`config.mk`:
```
export PLATFORM = sky130hd
export DESIGN_NAME = kbd_latch
export DESIGN_NICKNAME = d
export VERILOG_FILES = /design/src/rtl/kbd_pkg.sv /design/src/rtl/kbd_decode.sv /design/src/rtl/kbd_state.sv /design/src/rtl/kbd_rdmux.sv /design/src/rtl/kbd_latch.sv
export SDC_FILE = /design/constraint.sdc
export NUM_CORES = 1
export LEC_CHECK = 0
export ABC_CLOCK_PERIOD_IN_PS = 1800
export CAP_MARGIN = 30
export CORE_AREA = 2 2 39 41
export CTS_CLUSTER_SIZE = 24
export DETAILED_ROUTE_END_ITERATION = 16
export DIE_AREA = 0 0 41 43
export DONT_BUFFER_PORTS = 1
export GPL_TIMING_DRIVEN = 0
export SYNTH_ARGS = -nofsm -noshare
export SYNTH_HDL_FRONTEND = slang
export SYNTH_HIERARCHICAL = 1
export SYNTH_SLANG_ARGS = --single-unit
```
`constraint.sdc`:
```
create_clock -name clk -period 1.8 [get_ports clk]
set_input_delay 0.09 -clock clk [delete_from_list [all_inputs] [get_ports clk]]
set_output_delay 0.09 -clock clk [all_outputs]
set_load 0.05 [all_outputs]
```
`src/rtl/kbd_pkg.sv`:
```
package kbd_pkg;
    localparam int KBD_CODE_W = 7;

    typedef struct packed {
        logic rd_data;   // read of the latch half of the window
        logic rd_stat;   // read of the status address
        logic clr;       // access that clears the strobe
    } kbd_access_t;

    typedef struct packed {
        logic                  strobe;
        logic [KBD_CODE_W-1:0] code;
        logic                  akd;
    } kbd_state_t;
endpackage

```
`src/rtl/kbd_decode.sv`:
```
module kbd_decode
    import kbd_pkg::*;
#(
    parameter int ADDR_W = 16,
    parameter logic [ADDR_W-1:0] BASE = 16'hC000
) (
    input  logic [ADDR_W-1:0] addr,
    input  logic              rd,
    input  logic              wr,
    output kbd_access_t       acc
);
    localparam int WIN_LSB = 5;
    localparam int HALF_BIT = WIN_LSB - 1;

    logic in_win;
    logic upper;
    logic first;

    always_comb begin
        in_win = (addr[ADDR_W-1:WIN_LSB] == BASE[ADDR_W-1:WIN_LSB]);
        upper  = addr[HALF_BIT];
        first  = (addr[HALF_BIT-1:0] == '0);
        acc.rd_data = rd & in_win & ~upper;
        acc.rd_stat = rd & in_win & upper & first;
        acc.clr     = acc.rd_stat | (wr & in_win & upper);
    end
endmodule

```
`src/rtl/kbd_state.sv`:
```
module kbd_state
    import kbd_pkg::*;
(
    input  logic                  clk,
    input  logic                  rst_n,
    input  logic                  key_valid,
    input  logic [KBD_CODE_W-1:0] key_code,
    input  logic                  key_held,
    input  logic                  clr,
    output kbd_state_t            st_q
);
    kbd_state_t st_d;

    always_comb begin
        st_d     = st_q;
        st_d.akd = key_held;
        if (clr) begin
            st_d.strobe = 1'b0;
        end
        if (key_valid) begin
            st_d.strobe = 1'b1;
            st_d.code   = key_code;
            st_d.akd    = 1'b1;
        end
    end

    always_ff @(posedge clk) begin
        if (!rst_n) begin
            st_q <= '0;
        end else begin
            st_q <= st_d;
        end
    end
endmodule

```
`src/rtl/kbd_rdmux.sv`:
```
module kbd_rdmux
    import kbd_pkg::*;
(
    input  kbd_access_t       acc,
    input  kbd_state_t        st,
    output logic [KBD_CODE_W:0] rd_data,
    output logic              rd_hit
);
    always_comb begin
        rd_data = '0;
        if (acc.rd_data) begin
            rd_data = {st.strobe, st.code};
        end else if (acc.rd_stat) begin
            rd_data = {st.akd, {KBD_CODE_W{1'b0}}};
        end
        rd_hit = acc.rd_data | acc.rd_stat;
    end
endmodule

```
`src/rtl/kbd_latch.sv`:
```
module kbd_latch
    import kbd_pkg::*;
#(
    parameter int ADDR_W = 16,
    parameter logic [ADDR_W-1:0] BASE = 16'hC000
) (
    input  logic                  clk,
    input  logic                  rst_n,
    input  logic                  key_valid,
    input  logic [KBD_CODE_W-1:0] key_code,
    input  logic                  key_held,
    input  logic [ADDR_W-1:0]     bus_addr,
    input  logic                  bus_rd,
    input  logic                  bus_wr,
    output logic [KBD_CODE_W:0]   rd_data,
    output logic                  rd_hit
);
    kbd_access_t acc;
    kbd_state_t  st_q;
    logic [KBD_CODE_W:0] latch_q;
    logic akd_q;

    kbd_decode #(.ADDR_W(ADDR_W), .BASE(BASE)) u_dec (
        .addr (bus_addr),
        .rd   (bus_rd),
        .wr   (bus_wr),
        .acc  (acc)
    );

    kbd_state u_st (
        .clk       (clk),
        .rst_n     (rst_n),
        .key_valid (key_valid),
        .key_code  (key_code),
        .key_held  (key_held),
        .clr       (acc.clr),
        .st_q      (st_q)
    );

    kbd_rdmux u_mux (
        .acc     (acc),
        .st      (st_q),
        .rd_data (rd_data),
        .rd_hit  (rd_hit)
    );

    assign latch_q = {st_q.strobe, st_q.code};
    assign akd_q   = st_q.akd;
endmodule

```
# Word-level counts from Yosys, hierarchy flattened
# Cells that the tools add are included.
# op_classes
n_mux	4
n_reduce_logical	2
bitwise	9
eq_ne	1
# ops
op	count
8-bit two-way mux	2
11-bit equality test, second input constant	1
9-bit two-way mux	1
1-bit AND	6
4-bit logical NOT	1
1-bit bitwise OR	2
2-bit nonzero test	1
1-bit two-way mux	1
1-bit inverter	1
# totals
regBits	9
in_bits	29
wordCells	19
output_inout_bits	9

# Longest topological paths before layout
# Gate-level depths: netlist of the first run.
# depth
ltp_word	7
depth_mapped	5
ltp_nobuf	5

# Cells and area by module
# The synthesis of the first run kept the hierarchy.
# by_module_without_submodules
module	instances	seq_area_each_um2	cells_each	area_per_inst_um2
kbd_state	1	180.2	27	326.6
kbd_decode	1	0.0	12	101.3
kbd_rdmux	1	0.0	11	71.3

# Least setup slack after synthesis of the first run
# Ideal clock, no wire load.
# synth_path
path_type	input to output
startpoint	in bus_addr[6]
endpoint	out rd_data[7]
path_buffers	0
required_ps	1710
path_slack_ps	-44
t_arrival_ps	1754
stages	5
cell_sequence	nor4_4 -> nand4_1 -> nor2_1 -> nand2_1 -> o21ai_0
# synth_rtl
element	line	text
start, declared	kbd_latch.sv:12	input logic [ADDR_W-1:0] bus_addr,
end, declared	kbd_latch.sv:15	output logic [KBD_CODE_W:0] rd_data,

==> results of run 1 <==
-- cells in the mapped netlist (all sizes together) --
master / instances / area (um2)
dfxtp: 9 / 180
nor2b: 8 / 50.1
and2: 7 / 52.6
mux2i: 7 / 70.1
nand2: 4 / 15.0
nand3: 2 / 10.0
nor2: 2 / 7.51
nor4: 2 / 33.8
o21a: 2 / 15.0
a21oi: 1 / 5.00
buf: 1 / 11.3
nand4: 1 / 6.26
nor3b: 1 / 7.51
nor4b: 1 / 23.8
o21ai: 1 / 5.00
or2: 1 / 6.26
-- final cells by class --
| cell class | instances | area (um2) | area share |
|---|---|---|---|
| Timing Repair Buffer | 2 | 20.0 | 0.0352 |
| Buffer | 1 | 11.3 | 0.0198 |
| Sequential cell | 9 | 180 | 0.316 |
| Clock buffer | 4 | 26.3 | 0.0462 |
| Multi-Input combinational cell | 40 | 312 | 0.547 |
| Tap cell | 16 | 20.0 | 0.0352 |
-- worst paths after layout --
kind	cells past startpoint	to
hold / removal	2	u_st/st_q[4]$_SDFFE_PN0P_
setup / recovery	4	rd_hit
setup reg to reg	2	u_st/st_q[8]$_SDFFE_PN0P_
hold reg to reg	2	u_st/st_q[4]$_SDFFE_PN0P_
-- where the power goes --
part,internal (uW),switching (uW)
clock network,85.1,64.8
logic,24.0,14.8
registers,212,4.95
-- per-stage QoR --
step	hold slack [ns]	cell area (um2)	instances	power (uW)
5_1_grt	0.00386	569	72	437
6_report	0.0112	569	72	405
4_1_cts	0.00284	566	72	416
3_3_place_gp	0.209	519	66	253
3_5_place_dp	0.212	519	66	254
2_1_floorplan	0.200	499	50	250
-- worst max-delay path, stage by stage --
cell	delay, ns
nor3b_1	0.25
nand4_1	0.16
nor2_1	0.48
or2_1	0.49
-- kinds of logic after synthesis --
logic type	Yosys count
multiplexers	7
flip-flops	9
AO/OA/AOI/OAI	4
AND/OR/NAND/NOR	29
buffers and inverters	1
-- per-layer routing --
| metal | global-route usage | routed length, um |
|---|---|---|
| met5 | 0 | 0 |
| met4 | 0.0600 | 0 |
| met3 | 0.0524 | 128 |
| met2 | 0.206 | 468 |
| met1 | 0.120 | 352 |
-- repair_timing --
item	in CTS	in global routing
setup endpoints to repair	0	1
hold endpoints to repair	9	0
setup buffers	0	0
hold buffers	2	0
resized for setup	0	1
==> key figures, run 1 <==
Run status
  – Status: completed

GRT
  – First-pass GRT wire length: 1440 um
  – Initial antenna violation count: 0
  – Largest net degree at the start of global routing: 11
  – Gr ovfl total: 0
  – Number of global-route vias before repair: 364
  – Tot GR Track Use: 0.123

Timing
  – Tcrit/Tclk final: 0.864
  – Post-route minimum period: 1.56 ns
  – Clk_skew: 0 ns
  – Fin Setup TNS: 0 ns
  – Slack of the critical path: about 0.24 ns
  – Max Fclk: around 0.64 GHz
  – Worst slew pin tran: 0.587 ns
  – Final Max Tran Viols: 0
  – # setup viols final: 0
  – Slew Limit Headroom: 0.607
  – RSZ-0062 raised after global routing: false
  – Final Hold Viols: 0

Die
  – Rows: 14
  – Die Area: around 0.0018 mm2
  – Die height: 43 um
  – # IOs: 38
  – Die X: just over 40 um
  – Core area: approximately 0.0014 mm2
  – Starting Density: 0.361

Place
  – Post-place setup slack: 0.101 ns
  – Hpwl dp: 719 um
  – Port bufs: 0
  – Placer Congestion: 0.576

Yosys
  – Post-synthesis cell area: 499 um2
  – Cells after synthesis: 50
  – Compound-Gate Fraction of Synth Area: 0.0501
  – Post-synth net total: 79
  – Number of library cell types mapped by synthesis: 17
  – Largest family of logic cells by synthesized area: simple AND/OR/NAND/NOR gates
  – Register bit total from synthesis: 9
  – Mux contribution to synthesized area: 0.140
  – Avg Cell Area, Syn: ~10 um2
  – Post-synthesis sequential area ratio: 0.361
  – Yosys warning total: 6
  – XOR/XNOR Fraction of Synth Area: 0
  – Simple-gate portion of the synthesized area: 0.426
  – Post-synthesis adder-cell area fraction: 0

CTS
  – Clock buffer count from CTS: 3
  – Clock transition at the registers of the reported paths: ~0.060 ns
  – Skew-Pair Late Insertion Delay: 0.25 ns
  – Longest Clk Path Bufs: 2
  – H-Tree Depth: 1
  – CTS tree: built
  – Root buf cell: clkbuf_4
  – Clk sinks: 9

Detailed routing
  – Vias per cell: 5.17
  – WL final: about 950 um
  – DR pass1 iterations: 4
  – Detail Route Antenna Nets: 0
  – Detailed Route Iter0 Violations: 2
  – Vias: 372
  – Drt drc: 0
  – Routed WL per cell: 13.2 um

Min path
  – HP Class: input pin to flop
  – Hold path start: key_code[3]

Final layout
  – Largest register FFs: 9
  – Fillcell total: between 100 and 150
  – Inserted Diodes: 0
  – Commonest non-fill, non-tap cells in the layout: dfxtp_1 (9), nor2b_1 (8), and2_2 (7), mux2i_1 (7), nand2_1 (4)
  – Share of layout cells above drive strength 1: 0.268
  – Fin nets: 86
  – Area Growth Syn to Fin: 14.0%
  – Post-layout util: 0.411
  – Reg with most FFs: u_st/st_q
  – Commonest non-fill, non-tap cell in the layout: dfxtp_1
  – Largest registers: u_st/st_q x9

Setup path
  – Crit path max fanout: 10
  – WS Path Type: input pin to output port
  – Reg2reg setup slack: 1.12 ns
  – Critical Path RT: 1.71 ns
  – Worst setup path start: bus_addr[9]
  – Critical path arrival: 1.47 ns
  – Reg-to-reg startpoint: u_st/st_q[8]$_SDFFE_PN0P_
  – Worst Setup End Kind: output port
  – Startpoint types: input pin

Run
  – Max Cap Viol: 0

Pwr
  – Pleak: around 0.00022 uW
  – VDD IR-drop max: about 0.44 mV
  – PD cells: a little over 700 mW/mm2
Note: power is estimated with default switching activity, not from simulation.
==> run 2, diff against run 1 <==
--- a/config.mk
+++ b/config.mk
@@ -5,7 +5,7 @@
 export SDC_FILE = /design/constraint.sdc
 export NUM_CORES = 1
 export LEC_CHECK = 0
-export ABC_CLOCK_PERIOD_IN_PS = 1800
+export ABC_CLOCK_PERIOD_IN_PS = 1500
 export CAP_MARGIN = 30
 export CORE_AREA = 2 2 39 41
 export CTS_CLUSTER_SIZE = 24
@@ -13,6 +13,7 @@
 export DIE_AREA = 0 0 41 43
 export DONT_BUFFER_PORTS = 1
 export GPL_TIMING_DRIVEN = 0
+export SETUP_SLACK_MARGIN = 0.5
 export SYNTH_ARGS = -nofsm -noshare
 export SYNTH_HDL_FRONTEND = slang
 export SYNTH_HIERARCHICAL = 1
==> constraint.sdc (replaced) <==
create_clock -name clk -period 1.5 [get_ports clk]
set_input_delay 0.075 -clock clk [delete_from_list [all_inputs] [get_ports clk]]
set_output_delay 0.075 -clock clk [all_outputs]
set_load 0.05 [all_outputs]
==> run 2 against run 1 <==
Effect of this change: clock skew unchanged; flip-flop and latch count unchanged; register-to-register slack worse by 0.30 ns; critical endpoint is now rd_data[0]; largest cell class unchanged.
==> key figures, run 2 (synthesis gave the netlist of run 1 again) <==
Timing
  – Fin Setup TNS: 0 ns
  – Slew Limit Headroom: 0.746
  – Post-route minimum period: about 1.3 ns
  – Worst slew pin tran: 0.379 ns
  – Max Fclk: 0.798 GHz
  – # setup viols final: 0
  – Final Max Tran Viols: 0
  – Min Hold Slack: 0.00417 ns
  – Tcrit/Tclk final: 0.835
  – Final Hold Viols: 0
  – RSZ-0062 raised after global routing: true
  – Clk_skew: 0 ns

GRT
  – Number of global-route vias before repair: 390
  – First-pass GRT wire length: between 1500 and 2000 um
  – Grt met2 use: 0.263
  – Gr ovfl total: 0
  – Tot GR Track Use: 0.141
  – GR peak layer: met2
  – Initial antenna violation count: 0
  – GRT met1 Usage: 0.131
  – Largest net degree at the start of global routing: 10
  – Met3 usage: 0.0366

Detailed routing
  – Routed WL per cell: 14.2 um
  – WL final: 1140 um
  – DR pass1 iterations: 2
  – Detail Route Antenna Nets: 0
  – Detailed Route Iter0 Violations: 1
  – Vias: 402
  – Drt drc: 0
  – Vias per cell: 5.03

CTS
  – Root buf cell: clkbuf_4
  – Clock transition at the registers of the reported paths: 0.06 ns
  – Clk sinks: 9
  – Skew-Pair Late Insertion Delay: 0.25 ns
  – Longest Clk Path Bufs: 2
  – CTS tree: built
  – H-Tree Depth: 1
  – Clock buffer count from CTS: 3

Final layout
  – Largest register FFs: 9
  – Share of layout cells above drive strength 1: 0.328
  – Area of the multi-input gates: 343 um2
  – Inserted Diodes: 0
  – Area Growth Syn to Fin: 36.3%
  – Commonest non-fill, non-tap cells in the layout: dfxtp_1 (9), nor2b_1 (8), and2_4 (7), mux2i_1 (7), dlygate4sd3_1 (7)
  – Commonest non-fill, non-tap cell in the layout: dfxtp_1
  – Fillcell total: ~150
  – Reg with most FFs: u_st/st_q
  – Largest registers: u_st/st_q x9
  – Reg area: 180 um2
  – Non-Filler Instances: 80
  – Fin nets: between 90 and 100

Setup path
  – CP cell instances: nor4b_4 > nand4_1 > buf_4 > nor2_4 > buf_6 > and2_4
  – Critical Path RT: around 1.4 ns
  – Worst Setup End Kind: output port
  – Startpoint types: input pin
  – CP max stage delay: approximately 0.29 ns
  – CP max stage cell: nor4b_4
  – Critical path arrival: approximately 1.2 ns
  – WS Path Type: input pin to output port
  – Reg-to-reg startpoint: u_st/st_q[8]$_SDFFE_PN0P_
  – Cells on worst reg2reg path: 2
  – Reg2reg setup slack: 0.82 ns
  – Crit path max fanout: 5
  – RR Endpoint: u_st/st_q[8]$_SDFFE_PN0P_
  – Worst setup path start: bus_addr[7]
  – CP endpoint: rd_data[0]

Die
  – Starting Density: 0.361
  – # IOs: 38
  – Die X: 41 um
  – Rows: 14
  – Die height: 43 um
  – Die Area: 0.00176 mm2
  – Core area: 0.00138 mm2

Place
  – Port bufs: 0
  – Hpwl dp: 801 um
  – Placer Congestion: 0.536
  – Placed Cells: 66

Pwr
  – PD cells: 732 mW/mm2
  – VDD IR-drop max: 0.416 mV
  – Pleak: approximately 0.00026 uW

Run status
  – Status: completed

Run
  – Max Cap Viol: 0

Min path
  – HP Class: input pin to flop
-- run 2: changes by cell type in the layout (fill, tap and decap cells not counted) --
cell,delta
nor3b_2,+1
dlygate4sd3_1,+5
and2_2,-7
nor2_1,-1
or2_1,-1
or2_4,+1
and2_4,+7
buf_4,+1
nor3b_1,-1
o21ai_4,+1
o21ai_2,-1
nor2_4,+1
buf_6,+2
-- run 2: repair_timing --
item / 4_1_cts / 5_1_grt
gates resized for setup: 2 / 1
gates cloned: 0 / 0
hold buffers: 7 / 0
setup endpoints to repair: 9 / 9
pin swaps: 9 / 2
endpoints found under the hold margin: 9 / 0
buffers inserted: 3 / 0
-- run 2: critical path: cells and delay by family --
| kind | cells | cell delay (ns) |
|---|---|---|
| and+or+nand+nor | 4 | 0.80 |
| buffers and inverters | 2 | 0.31 |
-- run 2: layout make-up --
cell class | instances | share of cell area
sequential | 9 | 0.265
buffer | 1 | 0.0165
tap | 16 | 0.0294
clock buffer | 4 | 0.0386
multi-input combinational | 40 | 0.504
timing repair buffer | 10 | 0.147
-- run 2: power breakdown --
part,leakage [uW],internal [uW],switching [uW]
Clock,0.0000150,102,78.0
Combinational,0.000175,38.0,19.6
Sequential,0.0000746,254,6.68
Total,0.000264,394,104
-- run 2: metal layers --
metal / routed length [um] / share of wire
met5: 0 / 0
met4: 0 / 0
met3: 95 / 0.084
met2: 656 / 0.58
met1: 385 / 0.34
-- run 2: how the worst min path moves through the flow --
stage	from	to	slack (ns)	depth (start not counted)
after floorplan	key_held	u_st/st_q[0]$_SDFF_PN0_	0.19	1
after detailed placement	key_held	u_st/st_q[0]$_SDFF_PN0_	0.19	1
after global routing	key_code[6]	u_st/st_q[7]$_SDFFE_PN0P_	0.008	2
after CTS	key_code[4]	u_st/st_q[5]$_SDFFE_PN0P_	0.0006	2
after global placement	key_held	u_st/st_q[0]$_SDFF_PN0_	0.19	1
final	key_code[4]	u_st/st_q[5]$_SDFFE_PN0P_	0.004	2
-- run 2: stage by stage --
step | cell area (um2) | util | total power [uW] | worst slack (ns)
after floorplan | 529 | - | 301 | 0.320
after global placement | 549 | 0.397 | 305 | 0.243
after detailed placement | 549 | 0.397 | 306 | 0.197
after CTS | 676 | 0.488 | 504 | 0.235
after global routing | 681 | 0.492 | 533 | 0.161
final | 681 | 0.492 | 498 | 0.247
==> run 3, diff against run 2 <==
--- a/config.mk
+++ b/config.mk
@@ -5,7 +5,8 @@
 export SDC_FILE = /design/constraint.sdc
 export NUM_CORES = 1
 export LEC_CHECK = 0
-export ABC_CLOCK_PERIOD_IN_PS = 1500
+export ABC_AREA = 1
+export ABC_CLOCK_PERIOD_IN_PS = 1300
 export CAP_MARGIN = 30
 export CORE_AREA = 2 2 39 41
 export CTS_CLUSTER_SIZE = 24
==> constraint.sdc (replaced) <==
create_clock -name clk -period 1.3 [get_ports clk]
set_input_delay 0.065 -clock clk [delete_from_list [all_inputs] [get_ports clk]]
set_output_delay 0.065 -clock clk [all_outputs]
set_load 0.05 [all_outputs]
==> run 3 against run 2 <==
Effect of this change: sequential power increased by 20%; critical path depth is 3 higher; cell area increased by 22%; setup slack worse by 0.060 ns; sequential share of layout area is 4.7 points lower; clock-buffer cell count stayed put; synthesized area down 2.0%; die area unchanged; clock power up 19%; highest routed layer unchanged; worst hold slack better by 0.026 ns.
==> key figures, run 3 <==
Setup path
  – Startpoint types: input pin
  – Critical path arrival: 1.05 ns
  – WS Path Type: input pin to output port
  – Reg2reg setup slack: 0.65 ns
  – Worst Setup End Kind: output port
  – Crit path max fanout: 5
  – Critical Path RT: approximately 1.2 ns

Timing
  – Max Fclk: 0.899 GHz
  – Final Hold Viols: 0
  – Tcrit/Tclk final: 0.856
  – # setup viols final: 0
  – Slack of the critical path: 0.187 ns
  – RSZ-0062 raised after global routing: true
  – Fin Setup TNS: 0 ns
  – Slew Limit Headroom: 0.810
  – Post-route minimum period: 1.11 ns
  – Worst slew pin tran: 0.286 ns
  – Clk_skew: 0 ns
  – Final Max Tran Viols: 0

Final layout
  – Share of layout cells above drive strength 1: 0.406
  – Fillcell total: between 100 and 150
  – Commonest non-fill, non-tap cell in the layout: nor2_1
  – Largest registers: u_st/st_q x9
  – Commonest non-fill, non-tap cells in the layout: nor2_1 (18), dfxtp_1 (9), nand2_4 (8), dlygate4sd3_1 (8), clkinvlp_4 (7)
  – Area Growth Syn to Fin: 69.1%
  – Area of the multi-input gates: between 300 and 400 um2
  – Reg with most FFs: u_st/st_q
  – Largest register FFs: 9
  – Reg area: 180 um2
  – Inserted Diodes: 0
  – Fin nets: 126

Yosys
  – Post-synth top area share: 0.368
  – Number of synthesized flops with an enable pin: 0
  – Ys async rst share: 0
  – Register bit total from synthesis: 9
  – Top FF cell, synth: dfxtp_1
  – Compound-Gate Fraction of Synth Area: 0.0895
  – Leading cell types by count after synthesis: nor2_1 (22), nand2_1 (16), inv_1 (14)
  – Number of library cell types mapped by synthesis: 14
  – Yosys warning total: 6
  – XOR/XNOR Fraction of Synth Area: 0
  – Most numerous cell in the Yosys netlist: nor2_1
  – Post-synth net total: 108
  – Cells after synthesis: 79
  – Avg Cell Area, Syn: approximately 6.2 um2
  – Post-synthesis adder-cell area fraction: 0
  – Synth top area cells: dfxtp_1 (37%), nor2_1 (17%), nand2_1 (12%), inv_1 (11%), o21ai_0 (7.2%)
  – Mux contribution to synthesized area: 0
  – Post-synthesis sequential area ratio: 0.368
  – Post-synthesis cell area: 489 um2
  – Largest family of logic cells by synthesized area: simple AND/OR/NAND/NOR gates
  – Simple-gate portion of the synthesized area: 0.404
  – Yosys top cell by area: dfxtp_1

Detailed routing
  – Vias: 523
  – Vias per cell: 4.67
  – Detail Route Antenna Nets: 0
  – WL final: 1260 um
  – Detailed Route Iter0 Violations: 6
  – Drt drc: 0
  – Routed WL per cell: 11.3 um
  – DR pass1 iterations: 4

CTS
  – Clock transition at the registers of the reported paths: 0.06 ns
  – Skew-Pair Late Insertion Delay: around 0.25 ns
  – Root buf cell: clkbuf_4
  – Clk sinks: 9
  – Clock buffer count from CTS: 3
  – H-Tree Depth: 1
  – Longest Clk Path Bufs: 2
  – CTS tree: built

Place
  – Placer Congestion: 0.603
  – Port bufs: 0
  – Hpwl dp: 791 um
  – Post-place setup slack: 0.203 ns

GRT
  – Gr ovfl total: 0
  – First-pass GRT wire length: 1880 um
  – Initial antenna violation count: 0
  – Tot GR Track Use: 0.157
  – Largest net degree at the start of global routing: 9
  – Number of global-route vias before repair: 500

Pwr
  – VDD IR-drop max: 0.481 mV
  – Total power: 606 uW
  – Pleak: between 0.0004 and 0.0005 uW
  – PD cells: 733 mW/mm2

Min path
  – HP Class: input pin to flop

Die
  – Core area: 0.00138 mm2
  – Die X: 41 um
  – Rows: 14
  – Die height: 43 um
  – # IOs: 38
  – Starting Density: 0.354
  – Die Area: 0.00176 mm2

Run
  – Max Cap Viol: 0

Run status
  – Status: completed
[run 3: cell count changes in the layout (fill, tap and decap cells not counted), moves of 4 or more]
cell        before  now
nor2_1           1   18
nand2_4          0    8
nor2b_1          8    0
and2_4           7    0
clkinvlp_4       0    7
mux2i_1          7    0
o21ai_0          0    6
inv_1            0    5
nor2_4           1    5
[run 3: timing repair]
item                       4_1_cts  5_1_grt
cloned                           1        0
setup buffers                    2        0
pin swaps                        1        8
gates resized for setup          8       27
hold endpoints to repair         9        0
setup endpoints to repair        9       17
hold buffers                    10        0
[run 3: through the flow]
| stage | hold WS (ns) | util | instances | cell area (um2) |
|---|---|---|---|---|
| 4_1_cts | 0.0168 | 0.530 | 112 | 733 |
| 5_1_grt | 0.0551 | 0.598 | 112 | 827 |
| 6_report | 0.0304 | 0.598 | 112 | 827 |
| 3_3_place_gp | 0.188 | 0.409 | 95 | 566 |
| 3_5_place_dp | 0.189 | 0.409 | 95 | 566 |
| 2_1_floorplan | 0.181 | - | 79 | 546 |
[run 3: path summary, 6_finish.rpt]
path,cells after the start,from,end
hold / removal,2,key_valid,u_st/st_q[8]$_SDFFE_PN0P_
setup / recovery,9,bus_addr[14],rd_data[3]
setup reg to reg,2,u_st/st_q[5]$_SDFFE_PN0P_,u_st/st_q[5]$_SDFFE_PN0P_
hold reg to reg,2,u_st/st_q[8]$_SDFFE_PN0P_,u_st/st_q[8]$_SDFFE_PN0P_
[run 3: cell families (layout without fill, tap and decap cells)]
family / count (synthesis) / count (layout)
AO/OA/AOI/OAI: 8 / 8
buffers and inverters: 16 / 33
flip-flops: 9 / 9
AND/OR/NAND/NOR: 46 / 46
[run 3: layout make-up]
| cell class | instances | share of cell area |
|---|---|---|
| Tap cell | 16 | 0.0242 |
| Buffer | 1 | 0.0182 |
| Multi-Input combinational cell | 54 | 0.431 |
| Clock buffer | 4 | 0.0318 |
| Inverter | 15 | 0.109 |
| Sequential cell | 9 | 0.218 |
| Timing Repair Buffer | 13 | 0.168 |
[run 3: report_power, final]
part	internal (uW)	total, uW	leakage [uW]	switching, uW
logic	44.4	79.9	0.000315	35.4
registers	295	312	0.0000750	16.7
clock network	118	214	0.0000150	95.9
total	458	606	0.000405	148
[run 3: worst max-delay path, stage by stage]
cell and delay, ns:
inv_8 0.01, nor2_4 0.09, nand2_2 0.07, nor2_4 0.13
nand3_2 0.11, nor2_4 0.16, buf_8 0.16, nand2_4 0.05
clkinvlp_4 0.19
[run 3: metal layers]
layer / GRT usage / wire, um / vias to the layer above
li1: - / - / 272
met4: 0.0800 / 0 / 0
met3: 0.0524 / 71 / 0
met5: 0 / 0 / -
met1: 0.173 / 507 / 238
met2: 0.253 / 682 / 13
